--- src/rtl/rtc_pkg.sv ---
`timescale 1ns/1ps
package rtc_pkg;
  localparam int unsigned MAP_REGS = 8;

  localparam logic [2:0] RA_CTRL = 3'd0;
  localparam logic [2:0] RA_SEC  = 3'd1;
  localparam logic [2:0] RA_MIN  = 3'd2;
  localparam logic [2:0] RA_HR   = 3'd3;
  localparam logic [2:0] RA_DAY  = 3'd4;
  localparam logic [2:0] RA_DATE = 3'd5;
  localparam logic [2:0] RA_MON  = 3'd6;
  localparam logic [2:0] RA_YR   = 3'd7;

  typedef struct packed {
    logic [6:0] sec;
    logic [6:0] min;
    logic [5:0] hr;
    logic [2:0] dow;
    logic [5:0] date;
    logic [4:0] mon;
    logic [7:0] yr;
  } rtc_time_t;

  localparam rtc_time_t TIME_RST = '{sec: 7'h00, min: 7'h00, hr: 6'h00,
                                     dow: 3'd1, date: 6'h01, mon: 5'h01,
                                     yr: 8'h00};

  // Two-digit BCD increment, 99 wraps to 00.
  function automatic logic [7:0] bcd_inc(input logic [7:0] v);
    logic [7:0] r;
    if (v == 8'h99)          r = 8'h00;
    else if (v[3:0] >= 4'd9) r = {v[7:4] + 4'd1, 4'd0};
    else                     r = {v[7:4], v[3:0] + 4'd1};
    return r;
  endfunction

  // Divisible by four, decided on the BCD digits directly.
  function automatic logic bcd_leap(input logic [7:0] y);
    logic r;
    if (y[4]) r = (y[3:0] == 4'd2) || (y[3:0] == 4'd6);
    else      r = (y[3:0] == 4'd0) || (y[3:0] == 4'd4) || (y[3:0] == 4'd8);
    return r;
  endfunction

  function automatic logic [5:0] last_date(input logic [4:0] m, input logic [7:0] y);
    logic [5:0] r;
    case (m)
      5'h02:                      r = bcd_leap(y) ? 6'h29 : 6'h28;
      5'h04, 5'h06, 5'h09, 5'h11: r = 6'h30;
      default:                    r = 6'h31;
    endcase
    return r;
  endfunction
endpackage

--- src/rtl/rtc_bus_decode.sv ---
`timescale 1ns/1ps
module rtc_bus_decode (
  input  logic cs_n,
  input  logic oe_n,
  input  logic we_n,
  output logic wr_en,
  output logic rd_en
);
  // Write enable dominates output enable.
  assign wr_en = !cs_n && !we_n;
  assign rd_en = !cs_n &&  we_n && !oe_n;
endmodule

--- src/rtl/rtc_time_chain.sv ---
`timescale 1ns/1ps
module rtc_time_chain
  import rtc_pkg::*;
(
  input  logic      clk,
  input  logic      rst_n,
  input  logic      adv,
  input  logic      load,
  input  rtc_time_t load_val,
  output rtc_time_t now
);
  rtc_time_t cur_q, cur_d;

  always_comb begin
    cur_d = cur_q;
    if (load) begin
      cur_d = load_val;
    end else if (adv) begin
      if (cur_q.sec != 7'h59) begin
        cur_d.sec = 7'(bcd_inc({1'b0, cur_q.sec}));
      end else begin
        cur_d.sec = '0;
        if (cur_q.min != 7'h59) begin
          cur_d.min = 7'(bcd_inc({1'b0, cur_q.min}));
        end else begin
          cur_d.min = '0;
          if (cur_q.hr != 6'h23) begin
            cur_d.hr = 6'(bcd_inc({2'b0, cur_q.hr}));
          end else begin
            cur_d.hr  = '0;
            cur_d.dow = (cur_q.dow >= 3'd7) ? 3'd1 : cur_q.dow + 3'd1;
            if (cur_q.date != last_date(cur_q.mon, cur_q.yr)) begin
              cur_d.date = 6'(bcd_inc({2'b0, cur_q.date}));
            end else begin
              cur_d.date = 6'h01;
              if (cur_q.mon != 5'h12) begin
                cur_d.mon = 5'(bcd_inc({3'b0, cur_q.mon}));
              end else begin
                cur_d.mon = 5'h01;
                cur_d.yr  = bcd_inc(cur_q.yr);
              end
            end
          end
        end
      end
    end
  end

  always_ff @(posedge clk or negedge rst_n) begin
    if (!rst_n) cur_q <= TIME_RST;
    else        cur_q <= cur_d;
  end

  assign now = cur_q;
endmodule

--- src/rtl/rtc_regfile.sv ---
`timescale 1ns/1ps
module rtc_regfile
  import rtc_pkg::*;
#(
  parameter int unsigned ADDR_W = 4
) (
  input  logic              clk,
  input  logic              rst_n,
  input  logic              wr_en,
  input  logic [ADDR_W-1:0] addr,
  input  logic [7:0]        wdata,
  input  logic              tick_fast,
  input  rtc_time_t         live,
  output rtc_time_t         user,
  output logic [7:0]        rdata,
  output logic [1:0]        frz,
  output logic              osc_stop,
  output logic              xfer
);
  localparam int unsigned NSCR   = (1 << ADDR_W) - MAP_REGS;
  localparam int unsigned SIDX_W = $clog2(NSCR);

  logic              in_map;
  logic [2:0]        ra;
  logic [SIDX_W-1:0] sidx;
  logic              wr_map, wr_scr, wr_ctrl;
  logic [7:0]        ctrl_q, ctrl_d;
  rtc_time_t         user_q, user_d;
  logic              osc_q, osc_d, ft_q, ft_d, ph_q, ph_d;
  logic [7:0]        scr_q [NSCR];

  assign in_map  = addr < ADDR_W'(MAP_REGS);
  assign ra      = addr[2:0];
  assign sidx    = SIDX_W'(addr - ADDR_W'(MAP_REGS));
  assign wr_map  = wr_en && in_map;
  assign wr_scr  = wr_en && !in_map;
  assign wr_ctrl = wr_map && (ra == RA_CTRL);
  // Write-freeze falling: copy goes to the live counters this edge.
  assign xfer    = wr_ctrl && ctrl_q[7] && !wdata[7];

  always_comb begin
    ctrl_d = ctrl_q;
    osc_d  = osc_q;
    ft_d   = ft_q;
    user_d = user_q;
    if (wr_ctrl) ctrl_d = wdata;
    if (wr_map && ra == RA_SEC) osc_d = wdata[7];
    if (wr_map && ra == RA_DAY) ft_d  = wdata[6];
    if (ctrl_q[7]) begin
      if (wr_map) begin
        case (ra)
          RA_SEC:  user_d.sec  = wdata[6:0];
          RA_MIN:  user_d.min  = wdata[6:0];
          RA_HR:   user_d.hr   = wdata[5:0];
          RA_DAY:  user_d.dow  = wdata[2:0];
          RA_DATE: user_d.date = wdata[5:0];
          RA_MON:  user_d.mon  = wdata[4:0];
          RA_YR:   user_d.yr   = wdata;
          default: ;
        endcase
      end
    end else if (!ctrl_q[6]) begin
      user_d = live;
    end
    if (!ft_q)                  ph_d = 1'b0;
    else if (tick_fast && !osc_q) ph_d = !ph_q;
    else                        ph_d = ph_q;
  end

  always_ff @(posedge clk or negedge rst_n) begin
    if (!rst_n) begin
      ctrl_q <= '0;
      user_q <= TIME_RST;
      osc_q  <= 1'b0;
      ft_q   <= 1'b0;
      ph_q   <= 1'b0;
    end else begin
      ctrl_q <= ctrl_d;
      user_q <= user_d;
      osc_q  <= osc_d;
      ft_q   <= ft_d;
      ph_q   <= ph_d;
    end
  end

  always_ff @(posedge clk or negedge rst_n) begin
    if (!rst_n) begin
      for (int i = 0; i < NSCR; i++) scr_q[i] <= '0;
    end else if (wr_scr) begin
      scr_q[sidx] <= wdata;
    end
  end

  always_comb begin
    rdata = '0;
    if (!in_map) begin
      rdata = scr_q[sidx];
    end else begin
      case (ra)
        RA_CTRL: rdata = ctrl_q;
        RA_SEC:  rdata = {osc_q, user_q.sec[6:1], user_q.sec[0] ^ ph_q};
        RA_MIN:  rdata = {1'b0, user_q.min};
        RA_HR:   rdata = {2'b0, user_q.hr};
        RA_DAY:  rdata = {1'b0, ft_q, 3'b0, user_q.dow};
        RA_DATE: rdata = {2'b0, user_q.date};
        RA_MON:  rdata = {3'b0, user_q.mon};
        default: rdata = user_q.yr;
      endcase
    end
  end

  assign user     = user_q;
  assign frz      = ctrl_q[7:6];
  assign osc_stop = osc_q;
endmodule

--- src/rtl/rtc_bcd_bank.sv ---
`timescale 1ns/1ps
module rtc_bcd_bank
  import rtc_pkg::*;
#(
  parameter int unsigned ADDR_W = 4
) (
  input  logic              clk,
  input  logic              rst_n,
  input  logic              tick_1hz,
  input  logic              tick_512hz,
  input  logic              cs_n,
  input  logic              oe_n,
  input  logic              we_n,
  input  logic [ADDR_W-1:0] addr,
  input  logic [7:0]        data_in,
  output logic [7:0]        data_out,
  output logic              data_oe
);
  logic [1:0] rst_pipe;
  logic       rst_sync_n;
  logic       wr_en, rd_en, adv, xfer, osc_stop;
  logic [1:0] frz_bits;
  logic [7:0] rdata;
  rtc_time_t  live_now, user_copy;

  always_ff @(posedge clk or negedge rst_n) begin
    if (!rst_n) rst_pipe <= 2'b00;
    else        rst_pipe <= {rst_pipe[0], 1'b1};
  end
  assign rst_sync_n = rst_pipe[1];

  rtc_bus_decode u_dec (
    .cs_n (cs_n), .oe_n (oe_n), .we_n (we_n),
    .wr_en(wr_en), .rd_en(rd_en)
  );

  assign adv = tick_1hz && !osc_stop;

  rtc_time_chain u_chain (
    .clk     (clk),
    .rst_n   (rst_sync_n),
    .adv     (adv),
    .load    (xfer),
    .load_val(user_copy),
    .now     (live_now)
  );

  rtc_regfile #(.ADDR_W(ADDR_W)) u_regs (
    .clk      (clk),
    .rst_n    (rst_sync_n),
    .wr_en    (wr_en),
    .addr     (addr),
    .wdata    (data_in),
    .tick_fast(tick_512hz),
    .live     (live_now),
    .user     (user_copy),
    .rdata    (rdata),
    .frz      (frz_bits),
    .osc_stop (osc_stop),
    .xfer     (xfer)
  );

  assign data_oe  = rd_en;
  assign data_out = rd_en ? rdata : 8'h00;
endmodule

--- config.mk ---
export PLATFORM = sky130hd
export DESIGN_NAME = rtc_bcd_bank
export DESIGN_NICKNAME = d
export VERILOG_FILES = /design/src/rtl/rtc_pkg.sv /design/src/rtl/rtc_bus_decode.sv /design/src/rtl/rtc_time_chain.sv /design/src/rtl/rtc_regfile.sv /design/src/rtl/rtc_bcd_bank.sv
export SDC_FILE = /design/constraint.sdc
export NUM_CORES = 1
export LEC_CHECK = 0
export ABC_AREA = 1
export BUFFER_PORTS_ARGS = -buffer_cell sky130_fd_sc_hd__clkbuf_2
export CORE_UTILIZATION = 40
export CTS_BUF_LIST = sky130_fd_sc_hd__clkbuf_2 sky130_fd_sc_hd__clkbuf_4 sky130_fd_sc_hd__clkbuf_8
export DETAILED_ROUTE_END_ITERATION = 12
export PLACE_DENSITY_LB_ADDON = 0.25
export SLEW_MARGIN = 10
export SYNTH_ARGS = -nofsm -noshare
export SYNTH_HDL_FRONTEND = slang
export SYNTH_HIERARCHICAL = 1
export SYNTH_SLANG_ARGS = --single-unit
--- constraint.sdc ---
create_clock -name clk -period 6.4 [get_ports clk]
set_input_delay 0.96 -clock clk [delete_from_list [all_inputs] [get_ports clk]]
set_output_delay 0.96 -clock clk [all_outputs]
set_load 0.01 [all_outputs]
Yosys cells after proc, flatten, opt, wreduce, memory -nomap -nowiden
Index checks and enable logic that the tools add are counted. W data, S select, Z words.

Logic and storage cells: 202. Output and inout port bits: 9. Register bits after elaboration: 161.

Bitwise logic cells: 2. Magnitude comparators: 10. Reductions and logical operators: 46. Add/sub/neg operators: 14. Muxes and demuxes: 55. Eq/ne operators: 42.

Operators by type and width (count): $mux W42 (5); $mux W8 (9); $mux W6 (11); $bwmux W64 (1); $pmux W8 S7 (1); $mux W7 (6); $mux W35 (1); $add A4 B1 Y4 const B (7); $ge A4 B4 Y1 const B (7); $mux W28 (1); $reduce_and A3 Y1 (9); $bmux W8 S3 (1); $demux W8 S3 (1); $mux W22 (1); $ne A2 B2 Y1 const B (8); $mux W5 (3); $ne A3 B2 Y1 const B (5); $ne A2 B1 Y1 const B (7); $ne A7 B7 Y1 const B (2); $logic_and A1 B1 Y1 (13); $mux W13 (1); $eq A3 B3 Y1 const B (4); $pmux W6 S2 (1); $reduce_and A6 Y1 (2); 35 further kinds (62).

Longest topological paths before layout
Depth in word-level cells: 24. Depth in mapped cells: 16.

Hierarchy
The synthesis kept the hierarchy.

By module, submodules not included: rtc_regfile (sequential area each 2931.6 um2, area an instance 5979.5 um2, instances 1, cells each 825); rtc_time_chain (sequential area each 1054.8 um2, area an instance 3145.5 um2, instances 1, cells each 401); rtc_bcd_bank (sequential area each 50.0 um2, area an instance 126.4 um2, instances 1, cells each 22); rtc_bus_decode (sequential area each 0.0 um2, area an instance 17.5 um2, instances 1, cells each 4).

Least setup slack after synthesis
Ideal clock, no wire load.

Path type: input port to flip-flop. Start point: input port addr[0]. End point: register u_chain.cur_q, in the netlist u_chain/now[14]. Cell stages on the path: 14. Setup time: 0.122 ns. Setup slack: 3.260 ns. Data arrival time: 3.019 ns. Required time: 6.278 ns. Cell sequence: buf_6 nor3_1 nand2_1 buf_2 nor3_1 inv_2 o21ai_2 inv_2 nor2_4 o21ai_2 nor2_8 inv_2 a21oi_1 a21oi_2.

Cells in the longest elaborated chain, start to end: 7.

RTL lines: from (decl) (line rtc_bcd_bank.sv:14) `input logic [ADDR_W-1:0] addr,`; $lt A4 B4 Y1 (line rtc_regfile.sv:32) `assign in_map = addr < ADDR_W'(MAP_REGS);`; $logic_and A1 B1 Y1 (line rtc_regfile.sv:35) `assign wr_map = wr_en && in_map;`; $logic_and A1 B1 Y1 * (line rtc_regfile.sv:37) `assign wr_ctrl = wr_map && (ra == RA_CTRL);`; $logic_and A1 B1 Y1 * (2 in a row) (line rtc_regfile.sv:39) `assign xfer = wr_ctrl && ctrl_q[7] && !wdata[7];`; via xfer (line rtc_bcd_bank.sv:21) `logic wr_en, rd_en, adv, xfer, osc_stop;`; $ne A2 B1 Y1 (no source line) / $reduce_bool A2 Y1 (equally long branches); $reduce_and A4 Y1 (no source line); to (signal assigned) (line rtc_time_chain.sv:51) `else cur_q <= cur_d;`; to (decl) (line rtc_time_chain.sv:12) `rtc_time_t cur_q, cur_d;`.

Mark *: on every way through the listed nets, which the timed path passes. The rest lies on a longest branch. A chain may end at the register's enable or synchronous reset.

Final worst setup path
Start point: input port addr[0]. End point: output port data_out[2].

Cells in the longest elaborated chain, start to end: 7.

RTL lines: $sub A3 B1 Y3 (line rtc_regfile.sv:34) `assign sidx = SIDX_W'(addr - ADDR_W'(MAP_REGS));`; $not A3 Y4 (implied by the code) (line rtc_regfile.sv:97) `rdata = scr_q[sidx];`; $bmux W8 S3 (line rtc_regfile.sv:97); $mux W8 (implied by the code) (2 in a row) (line rtc_regfile.sv:97); $mux W8 * (line rtc_regfile.sv:96) `if (!in_map) begin`; via rdata[2] (line rtc_bcd_bank.sv:23) `logic [7:0] rdata;`; $mux W8 * (line rtc_bcd_bank.sv:64) `assign data_out = rd_en ? rdata : 8'h00;`; to (decl) (line rtc_bcd_bank.sv:16) `output logic [7:0] data_out,`.

Mark *: on every way through the listed nets, which the timed path passes. The rest lies on a longest branch. The select of a mux whose other input is x is not followed.

==> qor.csv <==
stage;metric;value;unit
routing;drc;0;
clocking;cts.path.max_buffers;2;
clocking;cts_tree;done;
routing;viasPerCell;5.31;
global_route;grt_max_degree;73;
cells_and_area;fin_nets;1303;
cells_and_area;diodes;0;
sta;rsz0062_at_grt;no;
global_route;first_global_vias;7801;
worst_setup_path;path_buf_inv;4;
logic_synthesis;synthesis.area;9250;sq um
worst_setup_path;cp_max_fo;39;
global_route;grt_usage;22.7;%
worst_setup_path;reg2reg_slack;3160;ps
worst_setup_path;r2r_end;u_chain/now[14]$_DFFE_PN0P_;
sta;setup_viol_count_final;0;
power_and_ir_drop;powerDensity;278;nW/um^2
worst_setup_path;max_stage_delay;740;ps
cells_and_area;area_growth;7.96;%
worst_setup_path;cpMaxStageDelayCell;nor2_1;
logic_synthesis;synth_warnings;6;
power_and_ir_drop;intPower;1.75;mW
power_and_ir_drop;p_clk_share;28.4;%
power_and_ir_drop;power_switching_share;36.9;%
routing;num_vias;8245;
worst_setup_path;worst_setup_path_end_kind;primary output;
worst_setup_path;worstPathArrival;3160;ps
logic_synthesis;synthCells;1250;
hold_path;hp-class;input port to async pin;
routing;wl_per_cell;16.6;microns
floorplan;io_pins;28;
clocking;cts_resized;0;
clocking;htree_levels;4;
sta;worst_slew_pin_slew;1170;ps
routing;antenna_left;0;
floorplan;core;22600;sq um
clocking;numCtsBuffers;17;
worst_setup_path;path_delay_family;simple AND/OR/NAND/NOR gates;
clocking;clock-sinks;161;
worst_setup_path;r2r_cells;13;
routing;met2_length;12300;microns
worst_setup_path;r2r_start;u_regs/ctrl_q[7]$_DFFE_PN0N_;
run_status;outcome;completed;
placement;place_area;9580;sq um
cells_and_area;drive_gt1_share;9.71;%
power_and_ir_drop;p_leak;5.12;nW
placement;place.port_buffers;27;
clocking;clk_pin_slew;100;ps
global_route;gr-total-overflow;0;
cells_and_area;fin_util;44.1;%
global_route;antenna_found_initial;0;
worst_setup_path;cpMostUsedCell;nand2_1;
global_route;grt_pass1_wl;41700;microns
routing;routed_wl;25700;microns
sta;final-hold-violation-count;0;
sta;fin_worst_skew;16.6;ps
logic_synthesis;syn_area_per_cell;7.40;sq um
sta;final.setup.tns;0;ps
placement;dpl.hpwl;17900;microns
floorplan;die_area;23700;sq um
sta;fin_crit;4120;ps
clocking;insertion_delay;470;ps
clocking;root_buffer;clkbuf_8;
power_and_ir_drop;sequentialPowerShare;50.9;%
worst_setup_path;critical_path_class;input port to primary output;
sta;max_freq;0.242;GHz
worst_setup_path;startpoint_type;input port;
cells_and_area;final_cell_area;9990;sq um
placement;gp_congestion;0.882;
power_and_ir_drop;power_switching;1.02;mW
floorplan;start_util;40.9;%
floorplan;fp.dieH;154;microns
flow_run;maxCapViolations;0;
routing;highest_layer;met4;
floorplan;dieWidth;154;microns
routing;dr.pass1.iters;6;
worst_setup_path;required;5440;ps
sta;period_share;64.4;%
routing;drt_iter0_markers;639;
worst_setup_path;crit_chain;clkbuf_2, buf_4, nand2_1, nor2_1, nand2_1, nand2_1, nor2_1, nand2_1, nand2_1, nand2_1, nand2_1, inv_1, clkbuf_2;
clocking;cts_setup_buffers;0;
logic_synthesis;syn-num-nets;1299;
power_and_ir_drop;combPwrFrac;20.7;%
sta;maxSlewViolCount;0;
routing;wl_met3;1290;microns
routing;wirelength_met1;11600;microns
sta;slew_headroom;22.1;%
power_and_ir_drop;ir_worst_vdd;0.000130;V
floorplan;num_rows;55;
clocking;cts_hold_buf;0;
state kept, by name, indices dropped and copies added (netlist names):
name and flops:
rst_pipe 2, u_chain/now 42, u_regs/ctrl_q 8, u_regs/ft_q 1
u_regs/osc_stop 1, u_regs/ph_q 1, u_regs/scr_q 64, u_regs/user 42
worst max-delay path by stage:
| stage | start | to | slack, ps | cells past startpoint |
|---|---|---|---|---|
| 5_1_grt | addr[0] | data_out[5] | 1990 | 13 |
| 3_3_place_gp | addr[1] | u_chain/now[14]$_DFFE_PN0P_ | 2220 | 14 |
| 6_report | addr[0] | data_out[2] | 2280 | 13 |
| 4_1_cts | addr[1] | data_out[4] | 2280 | 11 |
| 2_1_floorplan | rst_pipe[1]$_DFF_PN0_ | u_chain/now[0]$_DFFE_PN0P_ | 1590 | 0 |
| 3_5_place_dp | addr[1] | u_chain/now[14]$_DFFE_PN0P_ | 2010 | 14 |
routing by layer:
layer  vias up  GRT usage, %
li1       4065             -
met3        28          4.06
met4         0          7.10
met2       215          37.3
met5         -             0
met1      3937          30.4
cell type report:
| cell class | count | area [sq um] |
|---|---|---|
| Clock buffer | 17 | 234 |
| Clock inverter | 15 | 181 |
| Fill cell | 2343 | 12600 |
| Inverter | 111 | 417 |
| Multi-Input combinational cell | 928 | 4570 |
| Sequential cell | 161 | 4040 |
| Tap cell | 285 | 357 |
| Timing Repair Buffer | 35 | 195 |
through the flow:
| step | hold slack, ps | power, mW | cells | worst slack [ps] |
|---|---|---|---|---|
| after global placement | 343 | 1.98 | 1520 | 2220 |
| after detailed placement | 336 | 1.99 | 1520 | 2010 |
| after CTS | 230 | 2.79 | 1552 | 2280 |
| after global routing | 226 | 2.94 | 1552 | 1990 |
| after floorplan | 331 | 1.79 | 1250 | 1590 |
| final | 254 | 2.77 | 1552 | 2280 |
layout by cell type (no fill, tap or decap), types with 6 or more instances in the layout:
cell and n:
nor2_1 70, o31ai_1 6, inv_2 13, a31oi_1 8
o21ai_0 113, clkbuf_8 17, a21oi_1 42, buf_4 8
nor2_2 6, inv_8 6, xor2_1 9, dfrtp_1 154
inv_1 96, clkbuf_2 27, dfstp_2 6, o21ai_1 9
nand4_1 35, nand3_1 79, ha_1 30, nand2_1 459
power by group through the flow:
stage | clock network [mW] | logic (mW) | registers, mW
global placement | 0 | 0.561 | 1.42
detailed placement | 0 | 0.569 | 1.42
floorplan | 0 | 0.430 | 1.36
CTS | 0.815 | 0.571 | 1.41
global route | 0.846 | 0.660 | 1.43
finish | 0.788 | 0.574 | 1.41
Note: power is estimated with default switching activity, not from simulation.
